===== src/rtl/hrac_pkg.sv =====
package hrac_pkg;
  typedef enum logic [2:0] {
    ACC_NONE,
    ACC_IR_WR,
    ACC_STAT_RD,
    ACC_DR_WR,
    ACC_DR_RD,
    ACC_ER_WR,
    ACC_ER_RD
  } acc_e;
endpackage


===== src/rtl/hrac_strobe_sync.sv =====
module hrac_strobe_sync #(
  parameter int STAGES = 2
) (
  input  logic clk,
  input  logic rst_n,
  input  logic strobe,
  output logic fall
);
  logic [STAGES-1:0] sh_q, sh_d;
  logic              prev_q, prev_d;

  always_comb begin
    sh_d   = {sh_q[STAGES-2:0], strobe};
    prev_d = sh_q[STAGES-1];
  end

  always_ff @(posedge clk or negedge rst_n) begin
    if (!rst_n) begin
      sh_q   <= '0;
      prev_q <= 1'b0;
    end else begin
      sh_q   <= sh_d;
      prev_q <= prev_d;
    end
  end

  assign fall = prev_q & ~sh_q[STAGES-1];


  single_fall_chk: assert property (@(posedge clk) disable iff (!rst_n)
    fall |=> !fall);
endmodule


===== src/rtl/hrac_decode.sv =====
module hrac_decode
  import hrac_pkg::*;
(
  input  logic sel1,
  input  logic sel0,
  input  logic rd,
  output acc_e acc
);
  always_comb begin
    unique case ({sel1, sel0})
      2'b11:   acc = rd ? ACC_DR_RD   : ACC_DR_WR;
      2'b10:   acc = rd ? ACC_STAT_RD : ACC_IR_WR;
      2'b00:   acc = rd ? ACC_ER_RD   : ACC_ER_WR;
      default: acc = ACC_NONE;
    endcase
  end
endmodule


===== src/rtl/hrac_addr_ctr.sv =====
module hrac_addr_ctr #(
  parameter int AW = 7
) (
  input  logic          clk,
  input  logic          rst_n,
  input  logic          load_en,
  input  logic [AW-1:0] load_val,
  input  logic          step_en,
  input  logic          step_down,
  output logic [AW-1:0] count
);
  logic [AW-1:0] cnt_q, cnt_d;

  always_comb begin
    cnt_d = cnt_q;
    if (load_en)
      cnt_d = load_val;
    else if (step_en)
      cnt_d = step_down ? cnt_q - 1'b1 : cnt_q + 1'b1;
  end

  always_ff @(posedge clk or negedge rst_n) begin
    if (!rst_n) cnt_q <= '0;
    else        cnt_q <= cnt_d;
  end

  assign count = cnt_q;
endmodule


===== src/rtl/host_reg_ctrl.sv =====
module host_reg_ctrl
  import hrac_pkg::*;
#(
  parameter int  DATA_W      = 8,
  parameter int  BUSY_CYCLES = 4,
  parameter int  SYNC_STAGES = 2,
  localparam int ADDR_W      = DATA_W - 1
) (
  input  logic              clk,
  input  logic              rst_n,
  input  logic              cpu_en,
  input  logic              cpu_sel0,
  input  logic              cpu_sel1,
  input  logic              cpu_rd,
  input  logic [DATA_W-1:0] cpu_wdata,
  output logic [DATA_W-1:0] cpu_rdata,
  input  logic              step_down,
  output logic [ADDR_W-1:0] ram_addr,
  output logic              ram_we,
  output logic [DATA_W-1:0] ram_wdata,
  output logic              ram_re,
  input  logic [DATA_W-1:0] ram_rdata
);
  localparam int CNT_W = $clog2(BUSY_CYCLES + 1);
  localparam logic [CNT_W-1:0] BUSY_LOAD = CNT_W'(BUSY_CYCLES);

  logic              fall, accept, busy, is_set, ram_access, step_en;
  acc_e              acc;
  logic [ADDR_W-1:0] ac;

  logic [ADDR_W-1:0] contrast_q, contrast_d;
  logic [DATA_W-1:0] dr_q, dr_d;
  logic [DATA_W-1:0] wbuf_q, wbuf_d;
  logic              wr_pend_q, wr_pend_d;
  logic              rd_pend_q, rd_pend_d;
  logic              ld_pend_q, ld_pend_d;
  logic [CNT_W-1:0]  busy_q, busy_d;

  hrac_strobe_sync #(.STAGES(SYNC_STAGES)) u_sync (
    .clk(clk), .rst_n(rst_n), .strobe(cpu_en), .fall(fall)
  );

  hrac_decode u_dec (
    .sel1(cpu_sel1), .sel0(cpu_sel0), .rd(cpu_rd), .acc(acc)
  );

  assign busy    = (busy_q != '0);
  assign accept  = fall & ~busy;
  assign is_set  = ((acc == ACC_IR_WR) || (acc == ACC_ER_WR)) && cpu_wdata[DATA_W-1];
  assign step_en = (accept && (acc == ACC_DR_RD)) || wr_pend_q;

  hrac_addr_ctr #(.AW(ADDR_W)) u_ac (
    .clk(clk), .rst_n(rst_n),
    .load_en(accept && is_set), .load_val(cpu_wdata[ADDR_W-1:0]),
    .step_en(step_en), .step_down(step_down), .count(ac)
  );

  // next-state logic
  always_comb begin
    contrast_d = contrast_q;
    if (accept && (acc == ACC_ER_WR) && !cpu_wdata[DATA_W-1])
      contrast_d = cpu_wdata[ADDR_W-1:0];

    wr_pend_d = accept && (acc == ACC_DR_WR);
    wbuf_d    = wr_pend_d ? cpu_wdata : wbuf_q;
    rd_pend_d = (accept && (is_set || (acc == ACC_DR_RD))) || wr_pend_q;
    ld_pend_d = rd_pend_q;
    dr_d      = ld_pend_q ? ram_rdata : dr_q;

    ram_access = accept && (is_set || (acc == ACC_DR_WR) || (acc == ACC_DR_RD));
    if (ram_access)   busy_d = BUSY_LOAD;
    else if (busy)    busy_d = busy_q - 1'b1;
    else              busy_d = '0;
  end

  // registers
  always_ff @(posedge clk or negedge rst_n) begin
    if (!rst_n) begin
      contrast_q <= '0;
      dr_q       <= '0;
      wbuf_q     <= '0;
      wr_pend_q  <= 1'b0;
      rd_pend_q  <= 1'b0;
      ld_pend_q  <= 1'b0;
      busy_q     <= '0;
    end else begin
      contrast_q <= contrast_d;
      dr_q       <= dr_d;
      wbuf_q     <= wbuf_d;
      wr_pend_q  <= wr_pend_d;
      rd_pend_q  <= rd_pend_d;
      ld_pend_q  <= ld_pend_d;
      busy_q     <= busy_d;
    end
  end

  // RAM port
  assign ram_addr  = ac;
  assign ram_we    = wr_pend_q;
  assign ram_wdata = wbuf_q;
  assign ram_re    = rd_pend_q;

  // host read-back
  always_comb begin
    unique case (acc)
      ACC_DR_RD:   cpu_rdata = dr_q;
      ACC_STAT_RD: cpu_rdata = {busy, ac};
      ACC_ER_RD:   cpu_rdata = {1'b0, contrast_q};
      default:     cpu_rdata = '0;
    endcase
  end


  wr_then_fetch_chk: assert property (@(posedge clk) disable iff (!rst_n)
    ram_we |=> ram_re);

  we_re_excl_chk: assert property (@(posedge clk) disable iff (!rst_n)
    !(ram_we && ram_re));

  busy_after_access_chk: assert property (@(posedge clk) disable iff (!rst_n)
    ram_access |=> busy);

  load_in_busy_chk: assert property (@(posedge clk) disable iff (!rst_n)
    ld_pend_q |-> busy);

  contrast_frozen_chk: assert property (@(posedge clk) disable iff (!rst_n)
    busy |=> $stable(contrast_q));

  initial begin

    busy_window_chk: assert (BUSY_CYCLES >= 3);
  end
endmodule


===== config.mk =====
export PLATFORM = sky130hd
export DESIGN_NAME = host_reg_ctrl
export DESIGN_NICKNAME = d
export VERILOG_FILES = /design/src/rtl/hrac_pkg.sv /design/src/rtl/hrac_strobe_sync.sv /design/src/rtl/hrac_decode.sv /design/src/rtl/hrac_addr_ctr.sv /design/src/rtl/host_reg_ctrl.sv
export SDC_FILE = /design/constraint.sdc
export NUM_CORES = 1
export LEC_CHECK = 0
export BUFFER_PORTS_ARGS = -buffer_cell sky130_fd_sc_hd__buf_4
export CORE_MARGIN = 5
export CORE_UTILIZATION = 35
export DETAILED_ROUTE_END_ITERATION = 8
export SYNTH_ARGS = -nofsm -noshare
export SYNTH_HDL_FRONTEND = slang
export SYNTH_SLANG_ARGS = --single-unit

===== constraint.sdc =====
create_clock -name clk -period 2.2 [get_ports clk]
set_input_delay 0.22 -clock clk [delete_from_list [all_inputs] [get_ports clk]]
set_output_delay 0.22 -clock clk [all_outputs]
set_load 0.03 [all_outputs]

==> run metrics <==
Yosys warning count=0; Async SR Flop Fraction=1.00; total die area=7260 µm²; Psw=1.20 mW; CP Capture Type=flop; H-Tree Depth=2; DR vias=1,502; Root Buffer=clkbuf_8; Mapped Area=1980 µm²; Comb power frac=0.455; type of the tightest min-delay check=input pin to flop; layout cell share with drive strength beyond 1=0.324; synthesis-stage register bit count=39; Ports=48; most frequent cells in the layout=buf_4 (47), dfrtp_1 (39), nand2_1 (31); setup repair after global routing missed its margin=no; die width=85.2 µm; commonest non-fill, non-tap cell in the layout=buf_4; GPL Wtd Cong=0.765; sequential element share of the synthesized area=0.493; crit path kind=flop to flop; hold path start=cpu_en; Int Pwr=1.84 mW; CTS buffer count=5; setup tns final=0 ns; crit path max-delay cell type=dfrtp_1; number of DRC markers in iteration 0=86; post-route core utilization=0.449; Least-Margin Pin Slew=0.490 ns; Filler Cells Inserted=556; Critical Path Source Type=flop; status=finished, final reports clean; CTS tree=yes; Via-to-Cell Ratio=4.75; largest net degree at the start of global routing=40; Non-Filler Instances=316; Final Hold Fails=0; GRT overflow=0; CP Buf/Inv Count=0; diode count=0; # nets final=275; cell total after placement=308; Fmax=508 MHz; input/output buffers=47; Clock Sink Count=39; antenna-violating nets left=0; peak supply drop=0.508 mV; number of enable flip-flop cells after synthesis=0; vias in the first global route=1,514; Reg2Reg Depth=8; drt total wl=4410 µm; Initial DRT Pass Iterations=5; syn nets=229; CTS max path bufs=2; slowest stage delay, CP=0.43 ns; sequential share of power=0.386; synth unique cells=33; Die H=85.2 µm; footprint of the multi-input gates=931 µm²; area grow syn2layout=24.8%; mean post-synth cell area=10.0 µm²; Setup Buffers After CTS=0; Max Transition Viols Final=0; hold depth=1; Synth Flop Type=dfrtp_1; Register Area=976 µm²; DR WL/cell=13.9 µm; Switching Share=0.394; Mapped Cells=198; most frequent CP cell=a21oi_1; Power Density=1230 nW/µm²; sequence of cells on the critical path=ha_1 -> a211oi_1 -> o21bai_1 -> a21oi_1 -> xor2_1 -> nor2_1 -> a21oi_2 -> a21oi_1; # DRC=0; RR Endpoint=u_ac.count[5]; worst clock skew=0.00329 ns; relative slew slack=0.673; maxcap violations=0; static leakage=1.23 nW; Worst-path clk slew=0.07 ns; initial antenna violation count=0; Worst path top cell family by delay=compound AO/OA/AOI/OAI gates; Clock Latency Late Sink=0.29 ns; FF-to-FF setup slack=0.23 ns; crit-path max FO=5; CP arrival=2.13 ns; WHS Endpoint=u_sync.sh_q[0]; R2R Path Start=u_ac.count[1]; first-pass GRT wire length=7400 µm; clock power share=0.159; Tot GR Track Use=0.131; final hold slack=0.0284 ns; setup violators final=0; DP HPWL=3300 µm; Final Critical Period=1.97 ns; Starting Density=0.360; Rows=27; period utilization=0.894; core area=5510 µm²; Worst Path Required=2.36 ns
## area by class of cell
cell class | count | area share
clock inverters | 1 | 0.00203
multi-input cells | 144 | 0.377
flip-flops and latches | 39 | 0.395
inverters | 6 | 0.00962
clock buffers | 6 | 0.0334
repair buffers | 48 | 0.147
well taps | 72 | 0.0365
## synth_stat cells, types with 3 or more instances
library cell,instances,area share
o21ai_0,10,0.025
dfrtp_1,39,0.49
nor3_1,3,0.0076
and2_1,7,0.022
clkbuf_1,3,0.0057
mux2_2,15,0.085
buf_2,3,0.0076
nand2_1,31,0.059
ha_1,7,0.044
xnor2_1,3,0.013
a21oi_1,15,0.038
inv_1,5,0.0095
nor2_1,20,0.038
mux2i_1,7,0.035
nand3_1,8,0.020
## worst max-delay path by stage
stage                     slack (ns)  cells past startpoint            end          start
after floorplan                 0.23                      9  u_ac.count[6]  u_ac.count[0]
after global placement          0.22                      8  u_ac.count[6]      busy_q[2]
after detailed placement        0.18                      8  u_ac.count[3]      busy_q[0]
after CTS                       0.17                      8  u_ac.count[6]      busy_q[0]
after global routing            0.02                      9  u_ac.count[6]  u_ac.count[0]
final                           0.23                      8  u_ac.count[5]  u_ac.count[1]
## sequential cells by signal, summed over array words and instances (netlist names)
name / flops
dr_q: 8
ram_wdata: 8
contrast_q: 7
u_ac.count: 7
busy_q: 3
u_sync.sh_q: 2
ld_pend_q: 1
ram_re: 1
ram_we: 1
u_sync.prev_q: 1
## per-layer routing
layer | track usage | up-vias | part of all wire
met1 | 0.172 | 702 | 0.48
met3 | 0.0388 | 6 | 0.048
met2 | 0.200 | 35 | 0.46
met4 | 0.0561 | 0 | 0.017
met5 | 0 | - | 0
li1 | - | 759 | -
## kinds of logic (layout without fill, tap and decap cells)
kind of cell | after synthesis | count (layout) | share of synthesized area
buf+inv | 15 | 61 | 0.0385
simple gates | 76 | 76 | 0.174
fa+ha+maj | 8 | 8 | 0.0543
xor+xnor | 4 | 4 | 0.0177
mux | 22 | 22 | 0.121
compound gates | 34 | 34 | 0.102
flops | 39 | 39 | 0.493
## power groups by stage
| stage | registers, mW | logic (mW) | clock network [mW] |
|---|---|---|---|
| 5_1_grt | 1.22 | 1.51 | 0.532 |
| 3_3_place_gp | 1.19 | 1.38 | 0 |
| 4_1_cts | 1.18 | 1.40 | 0.500 |
| 6_report | 1.17 | 1.38 | 0.484 |
| 3_5_place_dp | 1.18 | 1.40 | 0 |
| 2_1_floorplan | 1.41 | 0.696 | 0 |
## timing repair
item | in CTS | in global routing
gates resized for setup | 0 | 1
setup endpoints to repair | 0 | 5
hold buffers | 1 | 0
endpoints found under the hold margin | 39 | 0
## metrics by stage
stage | power [mW] | cell area [µm²] | worst slack (ns)
final | 3.04 | 2470 | 0.233
after global routing | 3.26 | 2470 | 0.0226
after CTS | 3.08 | 2470 | 0.167
after detailed placement | 2.58 | 2370 | 0.179
after global placement | 2.57 | 2370 | 0.220
after floorplan | 2.11 | 1980 | 0.230
Power figures use the tool's default switching activity.
